==> src/rtl/hcs_pkg.sv <==
package hcs_pkg;
  localparam int unsigned BYTE_W = 8;
  localparam int unsigned SYNC_W = 3;
  localparam int unsigned PIPE_LAT = 1;

  typedef logic [BYTE_W-1:0] idx_t;

  typedef struct packed {
    logic blank;
    logic hsync;
    logic vsync;
  } vid_ctl_t;
endpackage

==> src/rtl/hcs_pair_fsm.sv <==
module hcs_pair_fsm
  import hcs_pkg::*;
(
  input  logic clk,
  input  logic rst_n,
  input  idx_t byte_i,
  input  logic byte_vld_i,
  input  logic blank_i,
  input  logic split_en_i,
  output logic emit_o,
  output idx_t emit_sec_o,
  output idx_t emit_aux_o
);
  logic take;
  logic phase_q, phase_d;
  logic low_en;
  idx_t low_q;

  assign take = byte_vld_i && !blank_i;

  always_comb begin
    phase_d = phase_q;
    if (!split_en_i || blank_i) begin
      phase_d = 1'b0;
    end else if (take) begin
      phase_d = !phase_q;
    end
  end

  assign low_en = take && split_en_i && !phase_q;

  always_ff @(posedge clk or negedge rst_n) begin
    if (!rst_n) begin
      phase_q <= 1'b0;
    end else begin
      phase_q <= phase_d;
    end
  end

  always_ff @(posedge clk or negedge rst_n) begin
    if (!rst_n) begin
      low_q <= '0;
    end else if (low_en) begin
      low_q <= byte_i;
    end
  end

  always_comb begin
    emit_o     = take && (!split_en_i || phase_q);
    emit_sec_o = split_en_i ? low_q : byte_i;
    emit_aux_o = split_en_i ? byte_i : '0;
  end
endmodule

==> src/rtl/hcs_lane_reg.sv <==
module hcs_lane_reg
  import hcs_pkg::*;
(
  input  logic clk,
  input  logic rst_n,
  input  logic emit_i,
  input  idx_t sec_i,
  input  idx_t aux_i,
  output idx_t sec_o,
  output idx_t aux_o,
  output logic stb_o
);
  idx_t sec_q, aux_q;
  logic stb_q;

  always_ff @(posedge clk or negedge rst_n) begin
    if (!rst_n) begin
      sec_q <= '0;
      aux_q <= '0;
    end else if (emit_i) begin
      sec_q <= sec_i;
      aux_q <= aux_i;
    end
  end

  always_ff @(posedge clk or negedge rst_n) begin
    if (!rst_n) begin
      stb_q <= 1'b0;
    end else begin
      stb_q <= emit_i;
    end
  end

  assign sec_o = sec_q;
  assign aux_o = aux_q;
  assign stb_o = stb_q;
endmodule

==> src/rtl/hcs_ctl_delay.sv <==
module hcs_ctl_delay #(
  parameter int unsigned W     = 3,
  parameter int unsigned DEPTH = 1
) (
  input  logic         clk,
  input  logic         rst_n,
  input  logic [W-1:0] d_i,
  output logic [W-1:0] q_o
);
  localparam int unsigned STAGES = (DEPTH < 1) ? 1 : DEPTH;

  logic [W-1:0] stage_q [STAGES];

  genvar g;
  generate
    for (g = 0; g < STAGES; g++) begin : g_stage
      if (g == 0) begin : g_first
        always_ff @(posedge clk or negedge rst_n) begin
          if (!rst_n) begin
            stage_q[g] <= '0;
          end else begin
            stage_q[g] <= d_i;
          end
        end
      end else begin : g_next
        always_ff @(posedge clk or negedge rst_n) begin
          if (!rst_n) begin
            stage_q[g] <= '0;
          end else begin
            stage_q[g] <= stage_q[g-1];
          end
        end
      end
    end
  endgenerate

  assign q_o = stage_q[STAGES-1];
endmodule

==> src/rtl/hc_lane_splitter.sv <==
module hc_lane_splitter
  import hcs_pkg::*;
(
  input  logic             clk,
  input  logic             rst_n,
  input  logic [BYTE_W-1:0] byte_i,
  input  logic             byte_vld_i,
  input  logic             blank_i,
  input  logic             hsync_i,
  input  logic             vsync_i,
  input  logic             split_en_i,
  output logic [BYTE_W-1:0] sec_idx_o,
  output logic [BYTE_W-1:0] aux_idx_o,
  output logic             pix_stb_o,
  output logic             blank_o,
  output logic             hsync_o,
  output logic             vsync_o
);
  logic     emit;
  idx_t     emit_sec, emit_aux;
  vid_ctl_t ctl_in, ctl_out;

  hcs_pair_fsm u_pair (
    .clk        (clk),
    .rst_n      (rst_n),
    .byte_i     (byte_i),
    .byte_vld_i (byte_vld_i),
    .blank_i    (blank_i),
    .split_en_i (split_en_i),
    .emit_o     (emit),
    .emit_sec_o (emit_sec),
    .emit_aux_o (emit_aux)
  );

  hcs_lane_reg u_lanes (
    .clk    (clk),
    .rst_n  (rst_n),
    .emit_i (emit),
    .sec_i  (emit_sec),
    .aux_i  (emit_aux),
    .sec_o  (sec_idx_o),
    .aux_o  (aux_idx_o),
    .stb_o  (pix_stb_o)
  );

  assign ctl_in = '{blank: blank_i, hsync: hsync_i, vsync: vsync_i};

  hcs_ctl_delay #(.W(SYNC_W), .DEPTH(PIPE_LAT)) u_ctl (
    .clk   (clk),
    .rst_n (rst_n),
    .d_i   (ctl_in),
    .q_o   (ctl_out)
  );

  assign blank_o = ctl_out.blank;
  assign hsync_o = ctl_out.hsync;
  assign vsync_o = ctl_out.vsync;
endmodule

==> config.mk <==
export PLATFORM = sky130hd
export DESIGN_NAME = hc_lane_splitter
export DESIGN_NICKNAME = d
export VERILOG_FILES = /design/src/rtl/hcs_pkg.sv /design/src/rtl/hcs_pair_fsm.sv /design/src/rtl/hcs_lane_reg.sv /design/src/rtl/hcs_ctl_delay.sv /design/src/rtl/hc_lane_splitter.sv
export SDC_FILE = /design/constraint.sdc
export NUM_CORES = 1
export LEC_CHECK = 0
export CELL_PAD_IN_SITES_DETAIL_PLACEMENT = 1
export CELL_PAD_IN_SITES_GLOBAL_PLACEMENT = 1
export CORE_UTILIZATION = 30
export DETAILED_ROUTE_END_ITERATION = 7
export PLACE_DENSITY = 0.71
export SKIP_LAST_GASP = 1
export SLEW_MARGIN = 10
export SYNTH_ARGS = -nofsm -noshare
export SYNTH_HDL_FRONTEND = slang
export SYNTH_SLANG_ARGS = --single-unit
==> constraint.sdc <==
create_clock -name clk -period 2.7 [get_ports clk]
set_input_delay 0.54 -clock clk [delete_from_list [all_inputs] [get_ports clk]]
set_output_delay 0.54 -clock clk [all_outputs]
set_load 0.01 [all_outputs]
======== Word level (Yosys, flattened, before mapping) ========
Index checks and enable logic that the tools add are counted.
storage, ports and cells
  register bits after elaboration ......... 29
  input bits .............................. 15
  output and inout bits ................... 20
  word-level logic and storage cells ...... 20
cells by class
  muxes and demuxes ....................... 4
  reduce and logical (&&, ||, !) cells .... 10
operator list
  kind                count
  two-way mux 8 bit   2
  logical AND 1 bit   4
  zero test 1 bit     3
  logical OR 1 bit    2
  two-way mux 1 bit   2
  nonzero test 2 bit  1

======== Longest topological paths before layout ========
Gate-level depths: netlist of the first run.
  depth after elaboration ................. 4
  gate-level depth with buffers ........... 4
  gate-level depth less buffers ........... 4

======== Cells and area by module ========
Synthesis of the first run repeated with hierarchy kept, for this count alone.
second synthesis, totals
  cell total of the unflattened synthesis .. 79
  area total of the unflattened synthesis .. 1316.3 sq um
modules (own cells, without submodules)
  module         instances  cells each  area each (sq um)
  hcs_lane_reg   1          35          674.4
  hcs_pair_fsm   1          41          566.8
  hcs_ctl_delay  1          3           75.1

======== Worst setup path after synthesis of the first run ========
No wires, ideal clock.
  path kind ............................... input port to flip-flop
  start point ............................. input blank_i
  end point ............................... register u_pair.low_q[0]
  setup time .............................. 0.125 ns
  arrival ................................. 1.222 ns
  slack ................................... 1.353 ns
  cell stages on the path ................. 3
  buffers on the path ..................... 1
  cell sequence ........................... and4bb_1 buf_6 mux2_4
on the way
  word-level cells in the longest chain between the ends .. 4
RTL lines
  what                             line                   RTL
  start: declaration               hc_lane_splitter.sv:8  input logic blank_i,
  zero test 1 bit                  hcs_pair_fsm.sv:19     assign take = byte_vld_i && !blank_i;
  logical AND 1 bit                hcs_pair_fsm.sv:19
  logical AND 1 bit (2 in series)  hcs_pair_fsm.sv:30     assign low_en = take && split_en_i && !phase_q;
  end signal: assignment           hcs_pair_fsm.sv:44     low_q <= byte_i;
  end: declaration                 hcs_pair_fsm.sv:17     idx_t low_q;
Every way passes these cells.
A chain may end at the register's enable or synchronous reset.

======== Worst setup path after layout of the first run ========
  start point ............................. input split_en_i
  end point ............................... register u_pair.low_q[1]
on the way
  word-level cells in the longest chain between the ends .. 2
RTL lines
  what                             line                    RTL
  start: declaration               hc_lane_splitter.sv:11  input logic split_en_i,
  logical AND 1 bit (2 in series)  hcs_pair_fsm.sv:30
Every way passes these cells.

==> PnR_summary.wiki, run 1 <==
{| class="wikitable"
! Metric !! Value
|-
| Maximum number of pins on one net before global-route repair || 30
|-
| Post-route standard cell area excluding fillers || 1700 sq um
|-
| Fraction of synthesized cell area taken by the top area cell type || between 50% and 60%
|-
| WHS Path Cells || 1
|-
| Capture endpoint of the worst hold path || u_lanes.aux_o[1]
|-
| Path type of the worst setup path || in -> reg
|-
| Clock latency at the later pin of the worst-skew pair || around 280 ps
|-
| Final standard cell count with taps included and fillers excluded || between 150 and 200
|-
| Die area || approximately 4400 sq um
|-
| Via-per-instance ratio || 4.80
|-
| Maximum vdd drop || 0.345 mV
|-
| Run status || finished clean
|-
| Met3 track demand over resource in global routing || slightly above 8%
|-
| Worst Reg2Reg Path Length in Cells || 2
|-
| Kind of start point of the critical path || primary input
|-
| Synthesized area divided by synthesized cell count || around 17 sq um
|-
| Reg2reg start || u_pair.phase_q
|-
| Count of instances resized after the clock tree is built || 0
|-
| Largest fanout of any net on the critical path || 8
|-
| Count of yosys warnings during synthesis || 0
|-
| Total placed cells including tap cells || roughly 150
|-
| Post-CTS Hold Buffers || 0
|-
| Period utilization || a little over two thirds
|-
| Die X-Extent || approximately 66 um
|-
| Cell class contributing the biggest share of worst-path delay || buffers and inverters
|-
| Final antenna diode count || 0
|-
| Hold Crit Class || reg -> reg
|-
| Post-synthesis async set-or-reset flop share || between 90% and 100%
|-
| Placer Congestion || between 0.7 and 0.8
|-
| Final-report setup violation count || 0
|-
| Clk buf depth || 2
|-
| Final setup skew || roughly 5.4 ps
|-
| Worst Path Arrival || between 2000 and 2500 ps
|-
| Endpoint of the most critical register-to-register path || u_pair.low_q[1]
|-
| Combined buffer and inverter count along the critical path || 1
|-
| Worst hold path startpoint || u_lanes.aux_o[1]
|-
| DP Wirelength || between 1500 and 2000 um
|-
| Summed negative setup slack over all endpoints || 0 ps
|-
| Total routing usage reported by global routing || between 10% and 20%
|-
| Number of detailed-routing iterations run before antenna repair || 4
|-
| Most used flip-flop cell after synthesis || dfrtp_1
|-
| Total cell area at the placement stage || approximately 1600 sq um
|-
| Unique cell type count in the Yosys netlist || 13
|-
| Largest cells by area after synthesis || dfrtp_1 59%, mux2_4 20%, mux2_2 7.3%
|-
| RSZ-0062 raised after global routing || false
|-
| Largest area contributor in the synthesized netlist || dfrtp_1
|-
| Wire length of the first global-routing pass || around 4300 um
|-
| Synth-to-Final Area Change || 38.6%
|-
| Gr ovfl total || 0
|-
| Category of the worst setup path capture point || flop
|-
| Number of antenna-violating nets in the routed design || 0
|-
| DIE HEIGHT || approximately 66 um
|-
| Root cell of the clock tree || clkbuf_8
|-
| Mapped Area || 1230 sq um
|-
| Number of rows created at floorplan || 22
|-
| Number of post-CTS setup repair buffers || 0
|-
| I/O Buffers || 34
|-
| Most numerous cell types in the synthesized netlist || 29 x dfrtp_1, 16 x mux2_4, 8 x a22o_1, 8 x mux2_2, 2 x buf_6
|-
| Mean routed wirelength per cell || approximately 17 um
|-
| Count of flip-flops with a built-in enable after synthesis || 0
|-
| Rel. slew slack || about two thirds
|-
| Number of flip-flops and latches in the synthesized netlist || 29
|-
| Fmax || between 500 and 600 MHz
|-
| Ordered cell list for the critical path || clkdlybuf4s50_1 > and4bb_1 > mux2_4
|-
| Max H-tree Level || 2
|-
| Number of buffers inserted during clock tree synthesis || 5
|-
| Antenna violations before repair || 0
|-
| Setup slack on the worst flop-to-flop path || about 1200 ps
|-
| CTS Sinks || 29
|-
| Effective utilization at floorplan || 32.4%
|-
| Layout cell share with drive strength beyond 1 || 30.6%
|-
| Core area || 3800 sq um
|-
| Total length of routed wires || between 2000 and 3000 um
|-
| Clock-pin slew reported for the worst setup and hold paths after clock tree synthesis || 60 ps
|-
| Starting DRC count in detailed routing || 33
|-
| Transition time of the tightest slew-check pin || between 500 and 600 ps
|-
| Cell at the slowest stage of the critical path || clkdlybuf4s50_1
|-
| Crit-path max cell delay || just under 600 ps
|-
| Max-capacitance violation count || 0
|-
| Sequential share of the synthesized area || 59.0%
|-
| Max-slew violation count || 0
|-
| Final min period || about 1900 ps
|-
| # nets final || between 100 and 150
|-
| Vias after detailed routing || around 760
|-
| I/O pin count || 35
|-
| Busiest grt layer || met2
|-
| Library cell with the highest instance count after synthesis || dfrtp_1
|-
| TritonCTS clock tree || built
|-
| Synth Net Count || 86
|-
| Final routed DRC violation total || 0
|-
| Hold Vio Cnt, Final || 0
|-
| Data required, critical path || 2860 ps
|-
| Via count of the first global-routing pass || a little over 800
|-
| Synth Instances || 71
|-
| Static Leak || 0.000758 uW
|-
| Fraction of met1 tracks used by global routing || between 10% and 20%
|-
| Met2 routing resource usage after global routing || about a fifth
|-
| Pwr Density || about 700 nW/um^2
|}
-- how the worst max path moves through the flow --
| stage | start | to | slack, ps | cells past startpoint |
|---|---|---|---|---|
| final | split_en_i | u_pair.low_q[1] | 810 | 3 |
| after floorplan | blank_i | u_pair.low_q[0] | 1350 | 3 |
| after global routing | split_en_i | u_pair.low_q[1] | 740 | 3 |
| after CTS | split_en_i | u_pair.low_q[1] | 810 | 3 |
| after global placement | split_en_i | u_pair.low_q[6] | 560 | 3 |
| after detailed placement | split_en_i | u_pair.low_q[1] | 500 | 3 |
-- power breakdown --
| group | internal [uW] | switching [uW] |
|---|---|---|
| combinational | 199 | 96.1 |
| clock | 202 | 154 |
| sequential | 506 | 40.3 |
| total | 907 | 291 |
-- registers in the layout, summed over array words and instances (netlist names) --
register / count
u_lanes.aux_o: 8
u_lanes.sec_o: 8
u_pair.low_q: 8
u_ctl.q_o: 3
u_lanes.stb_o: 1
u_pair.phase_q: 1
-- per-layer routing --
layer	up-vias	share of wire, %
li1	336	-
met1	391	45
met2	32	44
met3	4	9.9
met4	0	1.4
met5	-	0
-- per-stage QoR --
| stage | power [uW] | hold slack (ps) | setup WS, ps | utilization [%] |
|---|---|---|---|---|
| 5_1_grt | 1260 | 524 | 737 | 44.9 |
| 2_1_floorplan | 699 | 244 | 1350 | - |
| 3_5_place_dp | 851 | 491 | 498 | 42.6 |
| 4_1_cts | 1220 | 509 | 807 | 44.9 |
| 3_3_place_gp | 843 | 487 | 561 | 42.6 |
| 6_report | 1200 | 503 | 814 | 44.9 |
-- cells by family after synthesis --
group           share of synthesized area (%)
xor+xnor                                0.712
flops                                    59.0
mux                                      26.9
compound gates                           5.70
simple gates                             4.58
buf+inv                                  3.15
-- final cells by class --
type / count / area, sq um
Inverter: 1 / 11.3
Multi-Input combinational cell: 38 / 465
Timing Repair Buffer: 36 / 355
Tap cell: 48 / 60.1
Sequential cell: 29 / 726
Clock buffer: 7 / 86.3
Fill cell: 386 / 2090
-- cells in the final DEF (no fill, tap or decap) --
cell type,Yosys,layout
mux2_4,16,16
nand2b_1,1,1
xnor2_1,1,1
and4bb_1,1,1
a22o_1,8,8
and4b_1,1,1
clkbuf_8,0,6
clkdlybuf4s50_1,0,34
nand3b_4,1,1
mux2_2,8,8
nor3b_1,1,1
inv_8,1,1
buf_4,0,2
dfrtp_1,29,29
clkbuf_1,0,1
Power figures use the tool's default switching activity.
==> inputs of run 2 (changes only) <==
- clock period: 2.7 -> 1.76 ns (I/O delays scaled with it)
==> run 2 against run 1 <==
Net effect: register-to-register slack got worse by 790 ps; utilization rose by 1.1 points; clock power is 55% higher; hold slack worse by 44 ps; combinational power increased by 57%; power is 55% higher; sequential power grew 54%; via count up 1.0%; setup slack lost 610 ps; non-clock buffer count increased by 4; global-route usage is 0.35 points higher; final area is 2.5% higher.
==> PnR_summary.wiki, run 2 (synthesis results as in run 1) <==
{| class="wikitable"
! Metric !! Value
|-
| Die area || ~4400 sq um
|-
| DIE HEIGHT || 66.0 um
|-
| Share of power burned in the clock network || between 20% and 30%
|-
| Starting DRC count in detailed routing || 11
|-
| Transition time of the tightest slew-check pin || approximately 360 ps
|-
| Path type of the worst setup path || reg -> out
|-
| Endpoint of the most critical register-to-register path || u_pair.low_q[6]
|-
| Static Leak || between 0.0007 and 0.0008 uW
|-
| P_sw || between 400 and 500 uW
|-
| RSZ-0062 raised after global routing || false
|-
| Number of post-CTS setup repair buffers || 0
|-
| Core area || roughly 3800 sq um
|-
| Total routing usage reported by global routing || ~15%
|-
| Clock-pin slew reported for the worst setup and hold paths after clock tree synthesis || 60 ps
|-
| Clk buf depth || 2
|-
| CTS Sinks || 29
|-
| Final-report setup violation count || 0
|-
| Gr ovfl total || 0
|-
| Synth-to-Final Area Change || 42.0%
|-
| Rel. slew slack || between 70% and 80%
|-
| Most used cells in the layout excluding fill and tap cells || 34 x clkdlybuf4s50_1, 29 x dfrtp_1, 16 x mux2_4
|-
| Effective utilization at floorplan || between 30 and 40%
|-
| Post-CTS Hold Buffers || 0
|-
| Via count of the first global-routing pass || approximately 890
|-
| Total power after layout || approximately 1900 uW
|-
| Wire length of the first global-routing pass || roughly 4500 um
|-
| Period utilization || approximately 90%
|-
| Max-capacitance violation count || 0
|-
| Layout cell share with drive strength beyond 1 || between 30% and 40%
|-
| Root cell of the clock tree || clkbuf_8
|-
| Comb pwr share || 25.0%
|-
| Number of antenna-violating nets in the routed design || 0
|-
| Max H-tree Level || 2
|-
| Category of the worst setup path capture point || primary output
|-
| Setup slack on the worst flop-to-flop path || approximately 400 ps
|-
| Internal power of the cells || 1400 uW
|-
| Hold Crit Class || in -> async
|-
| Largest fanout of any net on the critical path || 2
|-
| Fmax || 645 MHz
|-
| Combined buffer and inverter count along the critical path || 1
|-
| Worst Path Arrival || between 1000 and 1500 ps
|-
| Hold Vio Cnt, Final || 0
|-
| TritonCTS clock tree || built
|-
| Maximum vdd drop || between 0.4 and 0.5 mV
|-
| Via-per-instance ratio || about 4.7
|-
| Final routed DRC violation total || 0
|-
| Ordered cell list for the critical path || clkdlybuf4s50_1
|-
| Sequential share of power || between 40% and 50%
|-
| DP Wirelength || 1940 um
|-
| Reg2reg start || u_pair.phase_q
|-
| Cell at the slowest stage of the critical path || clkdlybuf4s50_1
|-
| Number of buffers inserted during clock tree synthesis || 5
|-
| Final setup skew || 4.37 ps
|-
| Pwr Density || roughly 1100 nW/um^2
|-
| Mean routed wirelength per cell || between 15 and 20 um
|-
| Worst Reg2Reg Path Length in Cells || 3
|-
| Total length of routed wires || about 2700 um
|-
| Sw Ratio || 24.6%
|-
| Placer Congestion || between 0.6 and 0.7
|-
| Max-slew violation count || 0
|-
| Most common cell after layout, fill and taps aside || clkdlybuf4s50_1
|-
| Count of instances resized after the clock tree is built || 0
|-
| Antenna violations before repair || 0
|-
| Number of detailed-routing iterations run before antenna repair || 4
|-
| I/O pin count || 35
|-
| Final min period || about 1600 ps
|-
| Cell class contributing the biggest share of worst-path delay || buffers and inverters
|-
| Maximum number of pins on one net before global-route repair || 30
|-
| I/O Buffers || 34
|-
| Data required, critical path || 1410 ps
|-
| Finished Core Util || 46.0%
|-
| Kind of start point of the critical path || flop
|-
| Crit-path max cell delay || approximately 560 ps
|-
| Die X-Extent || around 66 um
|-
| Run status || finished clean
|-
| # nets final || 130
|-
| Clock latency at the later pin of the worst-skew pair || about 280 ps
|-
| Final antenna diode count || 0
|-
| Number of rows created at floorplan || 22
|-
| Vias after detailed routing || roughly 770
|}
-- run 2: cell types whose count changed in the layout (fill, tap and decap cells not counted), sizes merged --
cell  change
buf       +4
-- run 2: power by group through the flow --
stage | sequential [uW] | clock (uW) | combinational, uW
global route | 854 | 617 | 495
floorplan | 869 | 0 | 203
global placement | 846 | 0 | 456
finish | 841 | 553 | 463
CTS | 841 | 580 | 472
detailed placement | 850 | 0 | 468
-- run 2: layout make-up --
cell class	count	area (sq um)
well taps	48	60.1
multi-input cells	38	465
flip-flops and latches	29	726
clock buffers	7	86.3
fillers	390	2050
inverters	1	11.3
repair buffers	40	398
-- run 2: metal layers --
metal  up-vias  wire length (um)  GRT usage, %
met4         0                65          7.18
met2        30              1240          21.9
met5         -                 0             0
met1       393              1250          17.9
li1        342                 -             -
met3         6               186          6.72
-- run 2: worst max path at each step --
| stage | endpoint | slack (ps) | cells after the start | start |
|---|---|---|---|---|
| 3_5_place_dp | u_pair.low_q[6] | -30 | 4 | split_en_i |
| 5_1_grt | sec_idx_o[6] | 150 | 1 | u_lanes.sec_o[6] |
| 3_3_place_gp | u_pair.low_q[5] | -9 | 4 | split_en_i |
| 4_1_cts | sec_idx_o[6] | 190 | 1 | u_lanes.sec_o[6] |
| 6_report | sec_idx_o[6] | 210 | 1 | u_lanes.sec_o[6] |
| 2_1_floorplan | u_pair.low_q[0] | 540 | 3 | u_pair.phase_q |
-- run 2: per-stage QoR --
stage	hold WS (ps)	instances	TNS (ps)	area, sq um	worst slack, ps
3_5_place_dp	493	156	-224	1660	-29.4
2_1_floorplan	56.4	71	0	1230	539
6_report	459	163	0	1750	209
3_3_place_gp	486	156	-31.9	1660	-8.67
4_1_cts	460	163	0	1750	189
5_1_grt	491	163	0	1750	155
==> inputs of run 3 (changes only) <==
- CAP_MARGIN: not set -> 20
==> results of run 3 <==
Final layout, timing and power as in run 2 (identical DEF).
